$ cat src/rtl/isa_irq_pkg.sv
`timescale 1ns/1ps
package isa_irq_pkg;
  localparam int BANK_W    = 8;
  localparam int LINE_W    = 5;
  localparam int CNT_W     = 8;
  localparam int CASC_BIT  = 2;
  localparam int SEL_RESET = 8'h18;

  typedef enum logic [1:0] {
    CFG_PMASK = 2'd0,
    CFG_SMASK = 2'd1,
    CFG_SEL   = 2'd2,
    CFG_NONE  = 2'd3
  } cfg_addr_e;
endpackage

$ cat src/rtl/irq_rst_sync.sv
`timescale 1ns/1ps
module irq_rst_sync #(
  parameter int STAGES = 2
) (
  input  logic clk,
  input  logic rst_n,
  output logic rst_sync_n
);
  logic [STAGES-1:0] sync_q;

  always_ff @(posedge clk or negedge rst_n) begin
    if (!rst_n) sync_q <= '0;
    else        sync_q <= {sync_q[STAGES-2:0], 1'b1};
  end

  assign rst_sync_n = sync_q[STAGES-1];
endmodule

$ cat src/rtl/irq_req_bank.sv
`timescale 1ns/1ps
module irq_req_bank #(
  parameter int W        = 8,
  parameter int LINE_W   = 5,
  parameter int BANK_IDX = 0
) (
  input  logic              clk,
  input  logic              rst_n,
  input  logic              ev_valid,
  input  logic [LINE_W-1:0] ev_line,
  input  logic              ev_set,
  output logic [W-1:0]      req,
  output logic [W-1:0]      clr_hit
);
  localparam int IDX_W = $clog2(W);
  localparam int SEL_W = LINE_W - IDX_W;

  logic           bank_hit;
  logic [W-1:0]   req_d;
  logic [W-1:0]   req_q;
  logic           req_en;

  assign bank_hit = ev_valid && (ev_line[LINE_W-1:IDX_W] == SEL_W'(BANK_IDX));
  assign req_en   = bank_hit;

  for (genvar i = 0; i < W; i++) begin : g_bit
    logic bit_sel;
    assign bit_sel    = (ev_line[IDX_W-1:0] == IDX_W'(i));
    assign req_d[i]   = bit_sel ? ev_set : req_q[i];
    assign clr_hit[i] = bank_hit && bit_sel && !ev_set && req_q[i];
  end

  always_ff @(posedge clk or negedge rst_n) begin
    if (!rst_n)      req_q <= '0;
    else if (req_en) req_q <= req_d;
  end

  assign req = req_q;
endmodule

$ cat src/rtl/irq_cfg_regs.sv
`timescale 1ns/1ps
module irq_cfg_regs
  import isa_irq_pkg::*;
#(
  parameter int W         = BANK_W,
  parameter int SEL_INIT  = SEL_RESET
) (
  input  logic         clk,
  input  logic         rst_n,
  input  logic         we,
  input  logic [1:0]   addr,
  input  logic [W-1:0] wdata,
  output logic [W-1:0] pmask,
  output logic [W-1:0] smask,
  output logic [W-1:0] sel
);
  logic [W-1:0] pmask_q, smask_q, sel_q;
  logic         pmask_en, smask_en, sel_en;
  cfg_addr_e    dec;

  assign dec = cfg_addr_e'(addr);

  always_comb begin
    pmask_en = 1'b0;
    smask_en = 1'b0;
    sel_en   = 1'b0;
    if (we) begin
      unique case (dec)
        CFG_PMASK: pmask_en = 1'b1;
        CFG_SMASK: smask_en = 1'b1;
        CFG_SEL:   sel_en   = 1'b1;
        CFG_NONE:  ;
      endcase
    end
  end

  always_ff @(posedge clk or negedge rst_n) begin
    if (!rst_n)        pmask_q <= '0;
    else if (pmask_en) pmask_q <= wdata;
  end

  always_ff @(posedge clk or negedge rst_n) begin
    if (!rst_n)        smask_q <= '0;
    else if (smask_en) smask_q <= wdata;
  end

  always_ff @(posedge clk or negedge rst_n) begin
    if (!rst_n)      sel_q <= W'(SEL_INIT);
    else if (sel_en) sel_q <= wdata;
  end

  assign pmask = pmask_q;
  assign smask = smask_q;
  assign sel   = sel_q;
endmodule

$ cat src/rtl/irq_route.sv
`timescale 1ns/1ps
module irq_route #(
  parameter int W        = 8,
  parameter int CASC_BIT = 2
) (
  input  logic         clk,
  input  logic         rst_n,
  input  logic [W-1:0] prim_req,
  input  logic [W-1:0] sec_req,
  input  logic [W-1:0] pmask,
  input  logic [W-1:0] smask,
  input  logic [W-1:0] sel,
  output logic [W-1:0] prim_pend,
  output logic         irq_local,
  output logic         irq_isa
);
  localparam logic [W-1:0] CASC_ONEHOT = W'(1) << CASC_BIT;

  logic         casc;
  logic [W-1:0] prim_eff;
  logic         local_d, isa_d;
  logic         local_q, isa_q;

  always_comb begin
    casc      = |(sec_req & ~smask);
    prim_eff  = (prim_req & ~CASC_ONEHOT) | (casc ? CASC_ONEHOT : '0);
    prim_pend = prim_eff & ~pmask;
    local_d   = |(prim_pend & sel);
    isa_d     = |(prim_pend & ~sel);
  end

  always_ff @(posedge clk or negedge rst_n) begin
    if (!rst_n) begin
      local_q <= 1'b0;
      isa_q   <= 1'b0;
    end else begin
      local_q <= local_d;
      isa_q   <= isa_d;
    end
  end

  assign irq_local = local_q;
  assign irq_isa   = isa_q;
endmodule

$ cat src/rtl/irq_tmr_ack.sv
`timescale 1ns/1ps
module irq_tmr_ack #(
  parameter int CNT_W = 8
) (
  input  logic             clk,
  input  logic             rst_n,
  input  logic             inc,
  input  logic             ack,
  output logic [CNT_W-1:0] cnt
);
  localparam logic [CNT_W-1:0] CNT_MAX = '1;

  logic [CNT_W-1:0] cnt_q, cnt_d;
  logic             dec_ok, inc_ok, cnt_en;

  always_comb begin
    dec_ok = ack && (cnt_q != '0);
    inc_ok = inc && ((cnt_q != CNT_MAX) || dec_ok);
    cnt_en = dec_ok ^ inc_ok;
    cnt_d  = cnt_q;
    if (inc_ok && !dec_ok)      cnt_d = cnt_q + CNT_W'(1);
    else if (dec_ok && !inc_ok) cnt_d = cnt_q - CNT_W'(1);
  end

  always_ff @(posedge clk or negedge rst_n) begin
    if (!rst_n)      cnt_q <= '0;
    else if (cnt_en) cnt_q <= cnt_d;
  end

  assign cnt = cnt_q;
endmodule

$ cat src/rtl/isa_irq_router.sv
`timescale 1ns/1ps
module isa_irq_router
  import isa_irq_pkg::*;
#(
  parameter int W        = BANK_W,
  parameter int LW       = LINE_W,
  parameter int CW       = CNT_W,
  parameter int CASC     = CASC_BIT,
  parameter int SEL_INIT = SEL_RESET
) (
  input  logic          clk,
  input  logic          rst_n,
  input  logic          evt_valid,
  input  logic [LW-1:0] evt_line,
  input  logic          evt_set,
  input  logic          tmr_inc,
  input  logic          cfg_we,
  input  logic [1:0]    cfg_addr,
  input  logic [W-1:0]  cfg_wdata,
  output logic          irq_local,
  output logic          irq_isa,
  output logic [CW-1:0] tmr_pending
);
  localparam int NUM_BANKS = 2;

  logic                rst_sync_n;
  logic [W-1:0]        bank_req [NUM_BANKS];
  logic [W-1:0]        bank_clr [NUM_BANKS];
  logic [W-1:0]        pmask, smask, sel;
  logic [W-1:0]        prim_pend;

  irq_rst_sync #(.STAGES(2)) u_rst (
    .clk        (clk),
    .rst_n      (rst_n),
    .rst_sync_n (rst_sync_n)
  );

  for (genvar b = 0; b < NUM_BANKS; b++) begin : g_bank
    irq_req_bank #(.W(W), .LINE_W(LW), .BANK_IDX(b)) u_bank (
      .clk      (clk),
      .rst_n    (rst_sync_n),
      .ev_valid (evt_valid),
      .ev_line  (evt_line),
      .ev_set   (evt_set),
      .req      (bank_req[b]),
      .clr_hit  (bank_clr[b])
    );
  end

  irq_cfg_regs #(.W(W), .SEL_INIT(SEL_INIT)) u_cfg (
    .clk   (clk),
    .rst_n (rst_sync_n),
    .we    (cfg_we),
    .addr  (cfg_addr),
    .wdata (cfg_wdata),
    .pmask (pmask),
    .smask (smask),
    .sel   (sel)
  );

  irq_route #(.W(W), .CASC_BIT(CASC)) u_route (
    .clk       (clk),
    .rst_n     (rst_sync_n),
    .prim_req  (bank_req[0]),
    .sec_req   (bank_req[1]),
    .pmask     (pmask),
    .smask     (smask),
    .sel       (sel),
    .prim_pend (prim_pend),
    .irq_local (irq_local),
    .irq_isa   (irq_isa)
  );

  irq_tmr_ack #(.CNT_W(CW)) u_tmr (
    .clk   (clk),
    .rst_n (rst_sync_n),
    .inc   (tmr_inc),
    .ack   (bank_clr[0][0]),
    .cnt   (tmr_pending)
  );
endmodule

$ cat config.mk
export PLATFORM = sky130hd
export DESIGN_NAME = isa_irq_router
export DESIGN_NICKNAME = d
export VERILOG_FILES = /design/src/rtl/isa_irq_pkg.sv /design/src/rtl/irq_rst_sync.sv /design/src/rtl/irq_req_bank.sv /design/src/rtl/irq_cfg_regs.sv /design/src/rtl/irq_route.sv /design/src/rtl/irq_tmr_ack.sv /design/src/rtl/isa_irq_router.sv
export SDC_FILE = /design/constraint.sdc
export NUM_CORES = 1
export LEC_CHECK = 0
export BUFFER_PORTS_ARGS = -buffer_cell sky130_fd_sc_hd__buf_2
export CAP_MARGIN = 30
export CORE_MARGIN = 4
export CORE_UTILIZATION = 40
export DETAILED_ROUTE_END_ITERATION = 16
export PLACE_DENSITY = 0.61
export SYNTH_ARGS = -nofsm -noshare
export SYNTH_HDL_FRONTEND = slang
export SYNTH_SLANG_ARGS = --single-unit
$ cat constraint.sdc
create_clock -name clk -period 1.5 [get_ports clk]
set_input_delay 0.225 -clock clk [delete_from_list [all_inputs] [get_ports clk]]
set_output_delay 0.225 -clock clk [all_outputs]
set_load 0.01 [all_outputs]
==> key figures, run 1 <==
Placed design
  • I/O Buffers: 30
  • Placed cell areas: 0.00317 mm²
  • RD Place Congestion: 0.806
  • Dpl hpwl: 4.36 mm

Clock network
  • Root Driver: clkbuf_8
  • Total CTS buffers: 5
  • Longest Clk Path Bufs: 2
  • CTS tree: done
  • Worst-path clk slew: 0.10 ns
  • H-tree depth: 2
  • Clock sink total: 51
  • Skew-Pair Late Insertion Delay: 0.30 ns

Global route
  • Largest net degree at the start of global routing: 30
  • Initial antenna violation count: 0
  • Met2 usage: 0.297
  • GR peak layer: met2
  • Met3 GRT Util: 0.0263
  • Number of global-route vias before repair: 2,034
  • GRT Overall Usage: 0.162
  • Gr ovfl total: 0
  • Met1 global-route usage: 0.191
  • First-pass GRT wire length: 9.65 mm

Synth
  • Synth Flop Type: dfrtp_1
  • Cells after Synth: 223
  • Post-synth EDFFs: 0
  • #FFs+latches synth: 51
  • Syn nets: 252
  • Synth unique cells: 43
  • Async SR Flop Fraction: 1.00
  • Number of synthesis warnings: 0
  • Syn avg cell area: 11.5 µm²
  • Seq/Total Area, Yosys: 0.500
  • Synthesized area: 0.00256 mm²

Status
  • Failing checks: negative setup slack
  • Status: complete, but fails checks

Cells and area
  • Diodes inserted: 0
  • Final #Nets: 328
  • Design area: 0.00345 mm²
  • Area Growth Syn to Fin: 34.9%
  • Final Core Density: 0.570
  • Layout cell share with drive strength beyond 1: 0.520

Floorplanning
  • Die width: 88 µm
  • Rows: 28
  • Die Ht: 88 µm
  • Die Area: 0.00774 mm²
  • Starting Density: 0.422
  • Core box area: 0.00606 mm²
  • I/O Pins: 31

Pwr
  • Power per cell area: 1590 mW/mm²
  • Leak: 1.50 nW
  • VDD IR max: 0.967 mV

Routing
  • Routed wire per std cell: 15.5 µm
  • Vias/cell: 5.21
  • Initial DRC count: 52
  • Routed WL: 5.80 mm
  • Pre-Repair DR Iteration Count: 4
  • Vias after detailed routing: 1,953
  • Final ANT Viol Nets: 0
  • DRC errors left: 0

STA
  • Final period demand of the worst path: 2.52 ns
  • # setup viols final: 8
  • Final WS setup: -1.02 ns
  • F_max: 0.396 GHz
  • Slew Viols, Final: 0
  • Tcrit/Tclk final: 1.68
  • Final Hold Viols: 0
  • RSZ-0062 raised after global routing: true
  • Clock Skew: 0.00778 ns

Worst setup path
  • Crit path kind: flop to flop
  • Crit. End Element: flop
  • Crit Path Max Fanout: 7
  • Critical path launch point type: flop
  • Worst Path Required: 1.71 ns
  • CP Data Arrival Time: 2.74 ns

Run
  • Max-cap violations: 0

Min path
  • Min-Delay Path Class: input pin to flop
## path summary, 6_finish.rpt
| kind | start | to | slack, ns | cells past startpoint |
|---|---|---|---|---|
| min in group asynchronous | rst_n | u_rst.sync_q[1] | 0.23 | 2 |
| max in group asynchronous | u_rst.sync_q[1] | u_cfg.sel[3] | 0.91 | 1 |
| worst min register to register | u_rst.sync_q[1] | u_cfg.sel[7] | 0.25 | 1 |
| worst max register to register | u_tmr.cnt[2] | u_tmr.cnt[7] | -1.02 | 11 |
| worst min-delay path | cfg_wdata[4] | u_cfg.pmask[4] | 0.17 | 2 |
| worst max-delay path | u_tmr.cnt[2] | u_tmr.cnt[7] | -1.02 | 11 |
## area by class of cell
type                    instances  area, µm²
multi-input cells             155       1400
clock buffers                   5       68.8
well taps                      75       93.8
fillers                       527       2610
repair buffers                 74        503
inverters                      12       52.6
clock inverters                 3       47.5
flip-flops and latches         51       1280
## report_power, final
group	leakage (nW)	internal, mW	switching, mW
Clock	0.0587	0.506	0.458
Sequential	0.602	1.74	0.208
Combinational	0.836	1.36	1.21
Total	1.50	3.60	1.88
## sequential cells by signal, summed over array words and instances (netlist names)
signal,flops
u_rst.sync_q,2
u_cfg.sel,8
u_cfg.smask,8
u_route.irq_local,1
u_cfg.pmask,8
u_route.irq_isa,1
u_tmr.cnt,8
g_bank.u_bank.req,15
## metal layers
metal	up-vias	wire [µm]
li1	961	-
met1	951	2460
met2	30	3040
met3	11	178
met4	0	114
met5	-	0
## per-stage QoR
stage | power (mW) | setup WS, ns | setup TNS (ns) | hold slack, ns | instances
2_1_floorplan | 3.34 | -1.12 | -6.69 | -0.0706 | 223
3_3_place_gp | 4.14 | -1.25 | -7.90 | 0.0104 | 358
3_5_place_dp | 4.19 | -1.32 | -8.35 | 0.0113 | 358
4_1_cts | 5.37 | -0.996 | -5.76 | 0.167 | 369
5_1_grt | 5.86 | -1.14 | -6.78 | 0.176 | 375
6_report | 5.48 | -1.02 | -6.03 | 0.173 | 375
## worst max-delay path: stages (launching register included)
cell	delay, ns
dfrtp_2	0.38
nor4_2	0.05
a2111o_1	0.43
a21boi_2	0.20
ha_4	0.19
inv_8	0.06
ha_4	0.22
a211oi_4	0.26
nor2_4	0.08
a221oi_4	0.25
xnor2_1	0.12
o32ai_2	0.19
## cell usage after synthesis (2+ instances only)
master | n | area [µm²]
nor3b_1 | 6 | 45.0
nand3_1 | 5 | 25.0
nand3b_1 | 9 | 67.6
dfstp_2 | 2 | 52.6
nor2b_1 | 3 | 18.8
a31o_2 | 3 | 26.3
inv_1 | 12 | 45.0
dfrtp_1 | 49 | 1230
nor3_1 | 3 | 15.0
nand2_1 | 19 | 71.3
a21oi_1 | 8 | 40.0
o31ai_1 | 3 | 22.5
ha_1 | 7 | 87.6
xor2_1 | 2 | 17.5
nor3b_2 | 2 | 25.0
clkbuf_1 | 3 | 11.3
nand4_1 | 3 | 18.8
buf_2 | 2 | 10.0
nor4_1 | 4 | 25.0
nor2_1 | 5 | 18.8
o21ai_0 | 12 | 60.1
mux2_2 | 33 | 372
xnor2_1 | 4 | 35.0
o22ai_1 | 4 | 25.0
nor2_2 | 2 | 12.5
## kinds of logic (layout without fill, tap and decap cells)
kind of cell    after synthesis  in the layout  share of synthesized area
flops                        51             51                      0.500
other cells                   1              1                    0.00146
xor+xnor                      6              6                     0.0205
buf+inv                      17             94                     0.0259
mux                          33             33                      0.145
simple gates                 65             65                      0.147
compound gates               42             42                      0.119
fa+ha+maj                     8              8                     0.0420
## cells in the final DEF, fill, tap and decap left out, types with 2 or more instances in the layout
cell type / Yosys / routed
dfrtp_1: 49 / 45
buf_4: 0 / 40
mux2_2: 33 / 33
buf_2: 2 / 30
nand2_1: 19 / 19
inv_1: 12 / 11
nand3b_1: 9 / 9
ha_4: 0 / 7
nor3b_1: 6 / 6
o21ai_1: 0 / 6
nand3_1: 5 / 5
a21oi_1: 8 / 5
clkbuf_8: 0 / 5
nor2_1: 5 / 4
o22ai_1: 4 / 4
o21ai_0: 12 / 4
dfrtp_2: 0 / 4
nand4_1: 3 / 3
o31ai_1: 3 / 3
nor2b_1: 3 / 3
nor3_1: 3 / 3
a31o_2: 3 / 3
nor4_2: 0 / 2
nor2_2: 2 / 2
nor4_1: 4 / 2
a21oi_2: 0 / 2
xor2_1: 2 / 2
o21ai_2: 0 / 2
xnor2_1: 4 / 2
xnor2_2: 0 / 2
buf_6: 0 / 2
dfstp_2: 2 / 2
## timing repair
item                                   4_1_cts  5_1_grt
pin swaps                                    4        3
gates resized for setup                     16        7
endpoints found under the hold margin        2        0
setup endpoints to repair                    8        9
setup buffers                                2        6
gates cloned                                 0        0
hold buffers                                 1        0
Power figures use the tool's default switching activity.
==> run 2, diff against run 1 <==
- CORE_ASPECT_RATIO: default -> 1.2
- PLACE_DENSITY: 0.61 -> 0.6
- SYNTH_HIERARCHICAL: default -> 1
==> run 2 against run 1 <==
Compared with the run above:
- the flow still finishes with violations (negative setup slack)
- routed wire length fell by 2.4%
- clock power fell by 19%
- power fell by 4.1%
- count of clock-buffer cells in the layout did not move
- critical path type unchanged
- sequential share of layout area fell by 0.58 points
- synthesized cell count rose by 1.8%
- worst hold slack got worse by 0.0028 ns
- sequential power barely moved
- highest routed layer unchanged
==> key figures, run 2 <==
Worst setup path
  • Crit. End Element: flop
  • Critical path launch point type: flop
  • Crit path kind: flop to flop
  • CP Data Arrival Time: 2.85 ns (+0.11 ns)
  • Crit Path Max Fanout: 6 (-1)
  • Worst Path Required: 1.69 ns (-0.02 ns)

Min path
  • Min-Delay Path Class: flop to async pin

Clock network
  • H-tree depth: 2 (unchanged)
  • Total CTS buffers: 5 (unchanged)
  • Clock sink total: 51 (unchanged)
  • CTS tree: done
  • Skew-Pair Late Insertion Delay: 0.30 ns (about the same)
  • Root Driver: clkbuf_8
  • Worst-path clk slew: 0.09 ns (about the same)
  • Longest Clk Path Bufs: 2 (unchanged)

Synth
  • Number of synthesis warnings: 6 (+6)
  • Syn avg cell area: 11.9 µm² (+3.6%)
  • Cells after Synth: 227 (+1.8%)
  • Syn nets: 256 (+1.6%)
  • Synthesized area: 0.00270 mm² (+5.4%)

Floorplanning
  • Starting Density: 0.416 (-0.00629)
  • Rows: 32 (+14%)
  • I/O Pins: 31 (unchanged)
  • Die width: 83.0 µm (-5.7%)
  • Core box area: 0.00649 mm² (+7.0%)
  • Die Area: 0.00813 mm² (+5.0%)
  • Die Ht: 98.0 µm (+11%)

Global route
  • Number of global-route vias before repair: 2,079 (+2.2%)
  • Gr ovfl total: 0 (unchanged)
  • Largest net degree at the start of global routing: 26 (-13%)
  • First-pass GRT wire length: 9.72 mm (+0.71%)
  • GRT Overall Usage: 0.147 (-0.0144)
  • Initial antenna violation count: 0 (unchanged)

STA
  • Final period demand of the worst path: 2.66 ns (+0.136 ns)
  • Min Hold Slack: 0.170 ns (-0.00284 ns)
  • Final WS setup: -1.16 ns (-0.136 ns)
  • RSZ-0062 raised after global routing: true
  • # setup viols final: 8 (unchanged)
  • F_max: 0.376 GHz (-5.1%)
  • Clock Skew: 0.00978 ns (+0.00200 ns)
  • Final Hold Viols: 0 (unchanged)
  • Tcrit/Tclk final: 1.77 (+0.0906)
  • Slew Viols, Final: 0 (unchanged)

Cells and area
  • Area Growth Syn to Fin: 30.2%
  • Diodes inserted: 0 (unchanged)
  • Layout cell share with drive strength beyond 1: 0.545 (+0.0255)
  • Most frequent cells in the layout: 43 x dfrtp_1, 34 x mux2_2, 34 x buf_4
  • Most common cell after layout, fill and taps aside: dfrtp_1
  • Max reg flops: 15 (unchanged)
  • Final Core Density: 0.542 (-0.0279)
  • Final #Nets: 325 (-0.91%)
  • Fillers: 582 (+10%)

Pwr
  • VDD IR max: 1.21 mV (+25%)
  • Power per cell area: 1490 mW/mm² (-5.8%)
  • Total chip power: 5.25 mW (-4.1%)
  • Leak: 1.55 nW (+3.8%)

Routing
  • Initial DRC count: 86 (+65%)
  • Vias after detailed routing: 1,929 (-1.2%)
  • DRC errors left: 0 (unchanged)
  • Final ANT Viol Nets: 0 (unchanged)
  • Routed WL: 5.66 mm (-2.4%)
  • Vias/cell: 5.05 (-3.0%)
  • Pre-Repair DR Iteration Count: 4 (unchanged)
  • Routed wire per std cell: 14.8 µm (-4.2%)

Placed design
  • Dpl hpwl: 4.46 mm (+2.3%)
  • RD Place Congestion: 0.817 (+1.4%)
  • I/O Buffers: 30 (unchanged)

Status
  • Status: complete, but fails checks
  • Failing checks: negative setup slack

Run
  • Max-cap violations: 0 (unchanged)
## run 2: cell type report
type	instances	area, µm²	share of cell area
clock buffer	5	68.8	0.0196
clock inverter	3	18.8	0.00534
inverter	13	56.3	0.0160
multi-input combinational	157	1520	0.433
sequential	51	1290	0.366
tap	85	106	0.0303
timing repair buffer	68	458	0.130
## run 2: routing by layer
metal  share of wire  vias to the layer above  track usage  wire length [µm]
met5               0                        -            0                 0
met4           0.022                        0       0.0553               127
met3           0.031                       12       0.0245               176
met2            0.54                       37        0.271              3040
met1            0.41                      933        0.170              2310
li1                -                      947            -                 -
## run 2: critical path: stages (launching register included)
cell	delay, ns
dfrtp_2	0.41
or4_4	0.54
o21ai_4	0.20
ha_4	0.19
inv_8	0.05
buf_4	0.13
fa_2	0.38
a21oi_2	0.15
o21ai_1	0.09
a21oi_1	0.18
xor2_1	0.15
o21ai_1	0.08
## run 2: stage by stage
stage / std cells / setup TNS, ns / worst slack, ns / cell area, µm²
2_1_floorplan: 227 / -7.41 / -1.14 / 2830
3_3_place_gp: 369 / -7.81 / -1.23 / 3300
3_5_place_dp: 369 / -8.09 / -1.29 / 3300
4_1_cts: 380 / -7.09 / -1.17 / 3430
5_1_grt: 382 / -8.07 / -1.25 / 3510
6_report: 382 / -7.31 / -1.16 / 3510
## run 2: final timing paths
path                       slack, ns                       to       startpoint  cells past startpoint
max reg2reg                    -1.16             u_tmr/cnt[6]     u_tmr/cnt[6]                     11
min                             0.17  g_bank[1].u_bank/req[2]  u_rst/sync_q[1]                      0
min in group clk                0.18           u_cfg/pmask[5]     cfg_wdata[5]                      2
max                            -1.16             u_tmr/cnt[6]     u_tmr/cnt[6]                     11
min reg2reg                     0.17  g_bank[1].u_bank/req[2]  u_rst/sync_q[1]                      0
max in group asynchronous       0.77             u_cfg/sel[3]  u_rst/sync_q[1]                      1
## run 2: timing repair
item | 4_1_cts | 5_1_grt
buffers inserted | 2 | 2
pin swaps | 8 | 10
endpoints found under the setup margin | 8 | 9
hold endpoints to repair | 2 | 0
hold buffers | 1 | 0
gates resized for setup | 6 | 17
## run 2: power by group
group	total [mW]	switching [mW]	leakage, nW	internal, mW
Clock	0.781	0.452	0.0483	0.329
Combinational	2.53	1.14	0.894	1.39
Sequential	1.94	0.208	0.610	1.74
